==> src/rtl/cfg_rom_loader.sv <==
module cfg_rom_loader #(
  parameter int          DIV    = 500,
  parameter int          WORDS  = 64,
  parameter int          DW     = 16,
  parameter logic [15:0] CHECK  = 16'h1234,
  parameter logic [7:0]  DIR_OK = 8'h09
) (
  input  logic                     clk,
  input  logic                     rst,
  input  logic                     start,
  input  logic [7:0]               dir_cfg,
  input  logic                     sdi,
  input  logic [$clog2(WORDS)-1:0] rd_addr,
  output logic                     cs,
  output logic                     sclk,
  output logic                     sdo,
  output logic                     busy,
  output logic                     done,
  output logic                     valid,
  output logic [DW-1:0]            rd_data
);
  localparam int AW = $clog2(WORDS);
  localparam int CW = $clog2(DIV + 1);
  localparam int BW = $clog2(DW);
  localparam logic [7:0] RD_OP = 8'h80;

  typedef enum logic [1:0] {S_IDLE, S_SEND, S_RECV, S_GAP} st_t;
  st_t st;

  logic [CW-1:0] cnt;
  logic [AW-1:0] addr;
  logic [BW-1:0] bitn;
  logic          hi;
  logic [7:0]    tx;
  logic [DW-2:0] rx;
  logic [DW-1:0] sum;
  logic [DW-1:0] mem [WORDS];

  wire          tick    = (cnt == '0);
  wire [DW-1:0] word_in = {rx, sdi};
  wire          wr_en   = (st == S_RECV) && tick && hi && (bitn == BW'(DW - 1));

  assign rd_data = mem[rd_addr];

  always_ff @(posedge clk)
    if (wr_en) mem[addr] <= word_in;

  always_ff @(posedge clk) begin
    if (rst) begin
      st <= S_IDLE; cnt <= '0; addr <= '0; bitn <= '0; hi <= 1'b0;
      tx <= '0; rx <= '0; sum <= '0;
      cs <= 1'b0; sclk <= 1'b0; sdo <= 1'b0;
      busy <= 1'b0; done <= 1'b0; valid <= 1'b0;
    end else begin
      done <= 1'b0;
      if (st != S_IDLE) cnt <= tick ? CW'(DIV - 1) : cnt - 1'b1;
      case (st)
        S_IDLE: if (start) begin
          valid <= 1'b0;
          sum   <= '0;
          addr  <= '0;
          if (dir_cfg == DIR_OK) begin
            st <= S_SEND; busy <= 1'b1; cs <= 1'b1; sdo <= 1'b1;
            tx <= RD_OP; bitn <= '0; hi <= 1'b0; cnt <= CW'(DIV - 1);
          end else begin
            done <= 1'b1;
          end
        end
        S_SEND: if (tick) begin
          if (!hi) begin
            sclk <= 1'b1; hi <= 1'b1;
          end else begin
            sclk <= 1'b0; hi <= 1'b0;
            if (bitn == BW'(8)) begin
              st <= S_RECV; bitn <= '0; sdo <= 1'b0;
            end else begin
              sdo <= tx[7]; tx <= tx << 1; bitn <= bitn + 1'b1;
            end
          end
        end
        S_RECV: if (tick) begin
          if (!hi) begin
            sclk <= 1'b1; hi <= 1'b1;
          end else begin
            sclk <= 1'b0; hi <= 1'b0;
            rx   <= word_in[DW-2:0];
            if (bitn == BW'(DW - 1)) begin
              sum <= sum + word_in;
              cs  <= 1'b0;
              st  <= S_GAP;
            end else begin
              bitn <= bitn + 1'b1;
            end
          end
        end
        S_GAP: if (tick) begin
          if (addr == AW'(WORDS - 1)) begin
            st <= S_IDLE; busy <= 1'b0; done <= 1'b1;
            valid <= (sum == CHECK);
          end else begin
            addr <= addr + 1'b1;
            tx   <= RD_OP | 8'(addr + 1'b1);
            cs   <= 1'b1; sdo <= 1'b1; bitn <= '0;
            st   <= S_SEND;
          end
        end
        default: st <= S_IDLE;
      endcase
    end
  end

  a_r1_idle_quiet:   assert property (@(posedge clk) disable iff (rst) !busy |-> (!cs && !sclk));
  a_r4_clk_needs_cs: assert property (@(posedge clk) disable iff (rst) sclk |-> cs);
  a_r2_sdo_held:     assert property (@(posedge clk) disable iff (rst) sclk |-> $stable(sdo));
  a_r6_done_pulse:   assert property (@(posedge clk) disable iff (rst) done |=> !done);
  a_r6_done_idle:    assert property (@(posedge clk) disable iff (rst) done |-> !busy);
  a_r9_busy_holds:   assert property (@(posedge clk) disable iff (rst) busy |=> (busy || done));
endmodule

==> config.mk <==
export PLATFORM = sky130hd
export DESIGN_NAME = cfg_rom_loader
export DESIGN_NICKNAME = d
export VERILOG_FILES = /design/src/rtl/cfg_rom_loader.sv
export SDC_FILE = /design/constraint.sdc
export NUM_CORES = 1
export LEC_CHECK = 0
export BUFFER_PORTS_ARGS = -buffer_cell sky130_fd_sc_hd__buf_2
export CORE_MARGIN = 1.5
export CORE_UTILIZATION = 29
export CTS_CLUSTER_SIZE = 12
export DETAILED_ROUTE_END_ITERATION = 8
export SYNTH_ARGS = -nofsm -noshare
export SYNTH_HDL_FRONTEND = slang
export SYNTH_SLANG_ARGS = --single-unit
==> constraint.sdc <==
create_clock -name clk -period 3.95 [get_ports clk]
set_input_delay 0.5925 -clock clk [delete_from_list [all_inputs] [get_ports clk]]
set_output_delay 0.5925 -clock clk [all_outputs]
set_load 0.02 [all_outputs]
==> results of run 1 <==
-- routing by layer --
layer | global-route usage | vias to the layer above | wire, microns
li1 | - | 9273 | -
met1 | 0.188 | 11400 | 44800
met2 | 0.220 | 738 | 49500
met3 | 0.0331 | 163 | 7920
met4 | 0.0385 | 10 | 2780
met5 | 0 | - | 74
-- power groups by stage --
stage               sequential (W)  clock, W  combinational, W
finish                      0.0125   0.00960          0.000927
global route                0.0125    0.0102          0.000977
CTS                         0.0125   0.00979          0.000942
detailed placement          0.0127         0          0.000939
global placement            0.0127         0          0.000937
floorplan                   0.0127         0          0.000562
-- worst max-delay path: stages --
cell	delay (ps)
buf_2	250
and2_1	720
buf_4	350
buf_4	190
a221oi_1	80
o21ai_0	270
nand2_1	160
nor2_1	320
buf_2	250
-- stage by stage --
stage                     instance area [sq um]   util  total power [W]  cells  hold WS [ps]
after global routing                      49700  0.340           0.0237   4324           322
final                                     49700  0.340           0.0230   4324           346
after detailed placement                  46500  0.318           0.0136   4149           474
after CTS                                 49700  0.340           0.0232   4324           288
after global placement                    46500  0.318           0.0136   4149           464
after floorplan                           42900      -           0.0133   2145           443
-- cell type report --
type / count / area [sq um] / share of cell area
sequential: 1091 / 32100 / 0.646
clock inverter: 30 / 354 / 0.00713
timing repair buffer: 209 / 1690 / 0.0340
multi-input combinational: 916 / 10200 / 0.205
tap: 1917 / 2400 / 0.0483
inverter: 16 / 60.1 / 0.00121
clock buffer: 145 / 2870 / 0.0578
-- logic make-up (layout without fill, tap and decap cells) --
kind of cell,count (synthesis),in the layout,synth area share
AOI/OAI and AO/OA,246,246,0.0380
muxes,340,340,0.155
adders and majority gates,25,25,0.00747
buffers and inverters,138,400,0.0137
DFF,1091,1091,0.749
xor gates and xnor gates,20,20,0.00409
and+or+nand+nor,285,285,0.0334
-- synth_stat cells, types with 3 or more instances --
| master | n | share of area |
|---|---|---|
| o21a_1 | 4 | 0.00070 |
| clkbuf_1 | 68 | 0.0060 |
| nor2_1 | 114 | 0.010 |
| and4_1 | 16 | 0.0033 |
| nand2_1 | 68 | 0.0060 |
| nor2b_1 | 6 | 0.00088 |
| edfxtp_1 | 1024 | 0.72 |
| nand3b_1 | 3 | 0.00053 |
| and2_1 | 3 | 0.00044 |
| a21oi_1 | 48 | 0.0056 |
| nand2b_1 | 5 | 0.00073 |
| o21ai_0 | 73 | 0.0085 |
| buf_1 | 20 | 0.0018 |
| mux4_2 | 258 | 0.14 |
| a31oi_1 | 6 | 0.00088 |
| xor2_1 | 10 | 0.0020 |
| a32oi_1 | 3 | 0.00061 |
| a21o_1 | 7 | 0.0012 |
| buf_2 | 27 | 0.0032 |
| a211oi_1 | 9 | 0.0016 |
| dfxtp_1 | 67 | 0.031 |
| inv_1 | 16 | 0.0014 |
| xnor2_1 | 10 | 0.0020 |
| or3_1 | 3 | 0.00044 |
| and3_1 | 3 | 0.00044 |
| a211o_1 | 3 | 0.00061 |
| ha_1 | 24 | 0.0070 |
| a311oi_1 | 4 | 0.00082 |
| nand3_1 | 17 | 0.0020 |
| nor3_1 | 9 | 0.0011 |
| a221oi_1 | 49 | 0.010 |
| nand4_1 | 7 | 0.0010 |
| mux2i_1 | 82 | 0.019 |
| a22oi_1 | 22 | 0.0039 |
| nor4_1 | 5 | 0.00073 |
-- final timing paths --
| path | start | to | slack [ps] |
|---|---|---|---|
| min reg2reg | sum[10]$_SDFFE_PP0P_ | sum[10]$_SDFFE_PP0P_ | 480 |
| max | rd_addr[3] | rd_data[1] | 130 |
| max reg2reg | cnt[0]$_SDFF_PP0_ | mem[0][7]$_DFFE_PP_ | 800 |
| min | start | done$_SDFF_PP0_ | 350 |
-- flip-flops by register name, summed over array words and instances (netlist names) --
signal  cells
mem      1024
sum        16
rx         15
cnt         9
tx          8
addr        6
bitn        4
st          2
busy        1
cs          1
done        1
hi          1
sclk        1
sdo         1
valid       1
-- placed cells by master (no fill, tap or decap), types with 6 or more instances in the layout --
master,n
clkbuf_1,35
nor3_1,9
nor2_1,110
clkbuf_16,109
xnor2_1,10
clkinv_2,6
dfxtp_1,52
nand2_1,68
inv_1,16
a31oi_1,6
xor2_1,10
a221oi_1,49
dfxtp_2,15
buf_12,16
and4_1,16
nand3_1,17
ha_1,24
mux2i_1,82
mux4_2,258
clkinv_1,10
o21ai_0,73
a21oi_1,48
a22oi_1,22
a21o_1,7
nand4_1,7
edfxtp_1,1024
buf_2,37
buf_4,154
a211oi_1,9
==> metrics.cfg, run 1 <==
[power]
p_comb_frac = 0.040
power.switching_w = 0.00484
power_leakage_nw = 15.9
powerDensity_nw_per_um2 = 463
pwr-share-clk = 0.418
seq_power_share = 0.542
swShare = 0.211
vdd_drop_max_v = 0.000357
p_int_w = 0.0181

[global_route]
gr-total-overflow = 0
grt_start_max_net_pins = 67
first_global_vias = 21600
gr-usage-all-layers = 0.138
antenna_found_initial = 10
grt_pass1_wl_microns = 152000

[logic_synthesis]
avgSynthCellArea_sq_um = 20.0
synthArstFlopShare = 0
syn_area_sq_um = 42900
synthCells = 2145
syn_nets = 2188
synth-seq-area-share = 0.749
synthFlopType = edfxtp_1
ys_types = 75
synth_edf_count = 1024
yosys_warnings = 0
ys_seq_elements = 1091

[cts]
root_buffer = clkbuf_16
cts_buffers = 109
clk_latency_ps = 740
cts_tree = done
post_cts_resized = 0
clk_path_buf_depth = 3
clkTransAtPathRegs_ps = 50
hold_buffers = 0
htree_levels = 3
cts_setup_buffers = 0
clock-sinks = 1091

[floorplanning]
core_area_sq_um = 146000
die_area_sq_um = 150000
die_h_microns = 387
ios = 40
initial_core_util = 0.293
core.rowCount = 140
fp.dieW_microns = 387

[timing]
period_needed_ps = 3820
maxSlewViolCount = 0
hold_viol_final = 0
maxSlewHeadroom = 0.285
worst_pin_slew_ps = 1070
setup_tns_ps = 0
finalSetupViolCount = 0
fin_skew_ps = 80.1
rsz0062_at_grt = false
worst_slack_ps = 132
timing.fmax_ghz = 0.262
post-route-period-util = 0.967

[route]
via_per_inst = 4.99
wl_per_cell_microns = 24.3
detail-route-antenna-nets = 0
first_iter_violations = 2336
drc = 0
first_pass_iters = 5
vias = 21600
wirelength_microns = 105000

[placement]
routabilityCongestion = 0.814
pre_cts_ws_ps = 119
dpl.hpwl_microns = 62600
numPortBuffers = 39

[hold_path]
hold_class = in -> reg
hold_depth = 3

[critical_path]
crit_type = in -> out
crit_required_ps = 3360
startpoint_type = input pin
rr_worst_depth = 9
crit_fanout = 17
worst_setup_path_end_kind = output port
crit_arrival_ps = 3230

[cells_and_area]
fillCellCount = 13600
layout-drive-gt1-share = 0.265
diodes = 0
final_nets = 2386
areaGrowthSynthToFinish_pct = 15.9

[run_status]
status = finished, final reports clean

[run]
timing.max_cap.violations = 0

(Power assumes the default switching activity.)
==> run 2: changes to the inputs <==
- GPL_TIMING_DRIVEN: default -> 0
- SETUP_SLACK_MARGIN: default -> 0.2
- clock period: 3.95 -> 3.3 ns (I/O delays scaled with it)
==> metrics.cfg, run 2 (synthesized netlist as in run 1, its figures left out) <==
[run_status]
status = finished, final reports clean

[floorplanning]
core_area_sq_um = 146000
core.rowCount = 140
die_area_sq_um = 150000
initial_core_util = 0.293
fp.dieW_microns = 387
die_h_microns = 387
ios = 40

[cts]
cts_buffers = 107
clk_latency_ps = 710
htree_levels = 3
clkTransAtPathRegs_ps = 60
clk_path_buf_depth = 3
root_buffer = clkbuf_16
clock-sinks = 1091
cts_tree = done

[timing]
fin_skew_ps = 66.0
period_needed_ps = 3150
rsz0062_at_grt = true
maxSlewHeadroom = 0.340
maxSlewViolCount = 0
timing.fmax_ghz = 0.317
worst_pin_slew_ps = 977
finalSetupViolCount = 0
hold_viol_final = 0
worst_slack_ps = 147
post-route-period-util = 0.955

[placement]
pre_cts_ws_ps = -1190
dpl.hpwl_microns = 70200
numPortBuffers = 35
routabilityCongestion = 0.804

[critical_path]
crit_fanout = 10
worst_setup_path_end_kind = output port
crit_required_ps = 2800
startpoint_type = input pin
crit_arrival_ps = 2660
crit_type = in -> out

[global_route]
grt_start_max_net_pins = 68
first_global_vias = 22000
grt_pass1_wl_microns = 156000
antenna_found_initial = 7
gr-usage-all-layers = 0.141
gr-total-overflow = 0

[route]
wirelength_microns = 108000
drc = 0
via_per_inst = 5.04
first_pass_iters = 5
first_iter_violations = 2317
wl_met3_microns = 8100
wl_per_cell_microns = 24.7
detail-route-antenna-nets = 0
wl_met2_microns = 51500
drt-met1-wl_microns = 46100
vias = 22000
top_layer_used = met4

[cells_and_area]
regMostFlops = mem
mostFrequentLayoutCells = edfxtp_1, mux4_2, clkbuf_16
largest_reg_flops = 1024
finish.utilization = 0.352
fillCellCount = 13400
reg_top3 = mem (1024), sum (16), rx (15)
areaGrowthSynthToFinish_pct = 20.1
final_nets = 2419
layout-drive-gt1-share = 0.325
layout_commonest_cell = edfxtp_1

[power]
swShare = 0.212
pwr-share-clk = 0.411
powerDensity_nw_per_um2 = 532
p_comb_frac = 0.045
power_leakage_nw = 16.1
seq_power_share = 0.544
p_int_w = 0.0216
vdd_drop_max_v = 0.000414
power.switching_w = 0.00580

[hold_path]
hold_class = in -> reg

[run]
timing.max_cap.violations = 0

[run 2: cell count changes in the layout (fill, tap and decap cells not counted), moves of 17 or more]
cell,previous run,this run
buf_4,154,14
buf_8,2,65
clkbuf_1,35,64
clkbuf_2,0,24
mux2i_1,82,36
mux2i_2,0,29
mux2i_4,0,17
nor2_1,110,47
nor2_2,4,29
nor2_4,0,38
o21ai_0,73,44
[run 2: layout make-up]
| class | instances | area (sq um) | share of cell area |
|---|---|---|---|
| Buffer | 122 | 952 | 0.0185 |
| Clock inverter | 22 | 236 | 0.00459 |
| Clock buffer | 147 | 2890 | 0.0561 |
| Antenna cell | 5 | 12.5 | 0.000243 |
| Timing Repair Buffer | 122 | 1660 | 0.0321 |
| Multi-Input combinational cell | 916 | 11200 | 0.217 |
| Sequential cell | 1091 | 32100 | 0.624 |
| Inverter | 16 | 60.1 | 0.00117 |
| Tap cell | 1917 | 2400 | 0.0466 |
[run 2: power by group through the flow]
| stage | registers, W | logic, W | clock network, W |
|---|---|---|---|
| global placement | 0.0152 | 0.00107 | 0 |
| CTS | 0.0149 | 0.00119 | 0.0115 |
| floorplan | 0.0152 | 0.000673 | 0 |
| detailed placement | 0.0152 | 0.00108 | 0 |
| global route | 0.0149 | 0.00130 | 0.0119 |
| finish | 0.0149 | 0.00124 | 0.0112 |
[run 2: worst max-delay path, stage by stage]
cell	delay [ps]
clkbuf_4	190
clkbuf_16	190
buf_8	180
mux4_2	530
a221oi_1	410
o21ai_2	220
and4_1	250
buf_2	160
[run 2: what timing repair did]
item	in CTS	in global routing
endpoints found under the setup margin	904	866
buffers inserted	10	4
gates cloned	1	0
hold buffers	0	0
gates resized for setup	288	94
pin swaps	11	8
[run 2: worst paths after layout]
kind / cells after the start / to / slack, ps / start
worst max-delay path: 8 / rd_data[11] / 150 / rd_addr[0]
worst min-delay path: 3 / done$_SDFF_PP0_ / 190 / start
worst max register to register: 9 / mem[7][10]$_DFFE_PP_ / 350 / cnt[0]$_SDFF_PP0_
worst min register to register: 2 / sum[1]$_SDFFE_PP0P_ / 490 / sum[1]$_SDFFE_PP0P_
[run 2: through the flow]
step | setup TNS (ps) | area, sq um | cells | power (W) | hold WS, ps
after floorplan | 0 | 42900 | 2145 | 0.0159 | 443
after global placement | -835590 | 45400 | 4097 | 0.0163 | 475
after detailed placement | -145460 | 46900 | 4169 | 0.0163 | 470
after CTS | 0 | 51100 | 4349 | 0.0276 | 147
after global routing | 0 | 51500 | 4353 | 0.0282 | 204
final | 0 | 51500 | 4358 | 0.0274 | 188
[run 2: metal layers]
layer,vias to the layer above,GRT usage
li1,9377,-
met5,-,0
met2,780,0.228
met1,11700,0.197
met3,143,0.0270
met4,0,0.0323
==> run 3: changes to the inputs <==
- CORE_UTILIZATION: 29 -> 40
==> metrics.cfg, run 3 (synthesized netlist as in run 1, its figures left out) <==
[power]
p_total_w = 0.0276
powerDensity_nw_per_um2 = 542
power_leakage_nw = 16.2
vdd_drop_max_v = 0.000401

[route]
wirelength_microns = 106000
vias = 22100
wl_per_cell_microns = 27.7
detail-route-antenna-nets = 0
drc = 0
via_per_inst = 5.77
first_iter_violations = 2522
first_pass_iters = 5

[critical_path]
worst_setup_path_end_kind = output port
crit_fanout = 10
crit_arrival_ps = 2650
rrSetupSlack_ps = 330
startpoint_type = input pin
crit_required_ps = 2800
crit_type = in -> out

[run_status]
status = finished, final reports clean

[cells_and_area]
layout_commonest_cell = edfxtp_1
fin_area_sq_um = 50800
regMostFlops = mem
reg_top3 = mem (1024), sum (16), rx (15)
layout-drive-gt1-share = 0.327
largest_reg_flops = 1024
mostFrequentLayoutCells = edfxtp_1, mux4_2, clkbuf_16
areaGrowthSynthToFinish_pct = 18.5
final_nets = 2426

[floorplanning]
die_area_sq_um = 109000
die_h_microns = 330
ios = 40
core.rowCount = 119
initial_core_util = 0.406
fp.dieW_microns = 330
core_area_sq_um = 106000

[placement]
placed_area_sq_um = 46100
numPortBuffers = 35
dpl.hpwl_microns = 70900
routabilityCongestion = 0.817

[timing]
fin_skew_ps = 23.2
worst_pin_slew_ps = 971
maxSlewHeadroom = 0.352
timing.fmax_ghz = 0.318
post-route-period-util = 0.953
maxSlewViolCount = 0
rsz0062_at_grt = true
finalSetupViolCount = 0
hold_viol_final = 0
period_needed_ps = 3150

[cts]
clkTransAtPathRegs_ps = 60
clock-sinks = 1091
root_buffer = clkbuf_16
hold_buffers = 0
cts_tree = done
htree_levels = 3
clk_path_buf_depth = 3
clk_latency_ps = 680
cts_buffers = 108

[run]
timing.max_cap.violations = 0

[global_route]
grt_pass1_wl_microns = 156000
gr-usage-all-layers = 0.197
grt_start_max_net_pins = 68
antenna_found_initial = 4
first_global_vias = 22500
gr-total-overflow = 0

[hold_path]
hold_class = in -> reg

[run 3: worst max-delay path, stage by stage]
cell      delay, ps
clkbuf_2        360
buf_4           330
mux4_2          250
mux2i_2         100
a22oi_1         530
and4_1          370
buf_2           190
[run 3: worst paths after layout]
kind                                           from                    end  cells after the start
worst max register to register    cnt[0]$_SDFF_PP0_  mem[16][12]$_DFFE_PP_                     10
worst max-delay path                     rd_addr[1]             rd_data[3]                      7
worst min register to register  sum[1]$_SDFFE_PP0P_    sum[1]$_SDFFE_PP0P_                      2
worst min-delay path                          start        done$_SDFF_PP0_                      3
[run 3: per-stage QoR]
stage	cells	hold WS (ps)	setup TNS (ps)	util	setup WS, ps
floorplan	2145	443	0	-	268
detailed placement	3645	472	-107320	0.437	-1350
global placement	3571	466	-814980	0.424	-1390
finish	3839	126	0	0.481	155
CTS	3831	95.0	0	0.478	135
global route	3838	143	0	0.481	114
[run 3: cell type report]
type / count / area (sq um)
fillers: 8582 / 54900
flip-flops and latches: 1091 / 32100
multi-input cells: 916 / 11200
clock buffers: 145 / 2910
well taps: 1391 / 1740
repair buffers: 129 / 1580
plain buffers: 121 / 952
clock inverters: 28 / 274
inverters: 16 / 60.1
diodes: 2 / 5.00
[run 3: timing repair]
| action | 4_1_cts | 5_1_grt |
|---|---|---|
| setup endpoints to repair | 957 | 681 |
| setup buffers | 13 | 6 |
| gates cloned | 1 | 0 |
| pin swaps | 15 | 9 |
| resized for setup | 314 | 63 |
[run 3: where the power goes]
| group | total [W] | switching [W] | internal, W |
|---|---|---|---|
| combinational | 0.00125 | 0.000721 | 0.000530 |
| sequential | 0.0149 | 0.00000231 | 0.0149 |
| clock | 0.0114 | 0.00502 | 0.00638 |
[run 3: per-layer routing]
| metal | routed length [microns] | track usage | share of wire | vias to the layer above |
|---|---|---|---|---|
| met2 | 53200 | 0.329 | 0.50 | 783 |
| met5 | 27 | 0 | 0.00025 | - |
| li1 | - | - | - | 9394 |
| met1 | 43300 | 0.267 | 0.41 | 11800 |
| met3 | 6990 | 0.0310 | 0.066 | 145 |
| met4 | 2830 | 0.0617 | 0.027 | 4 |
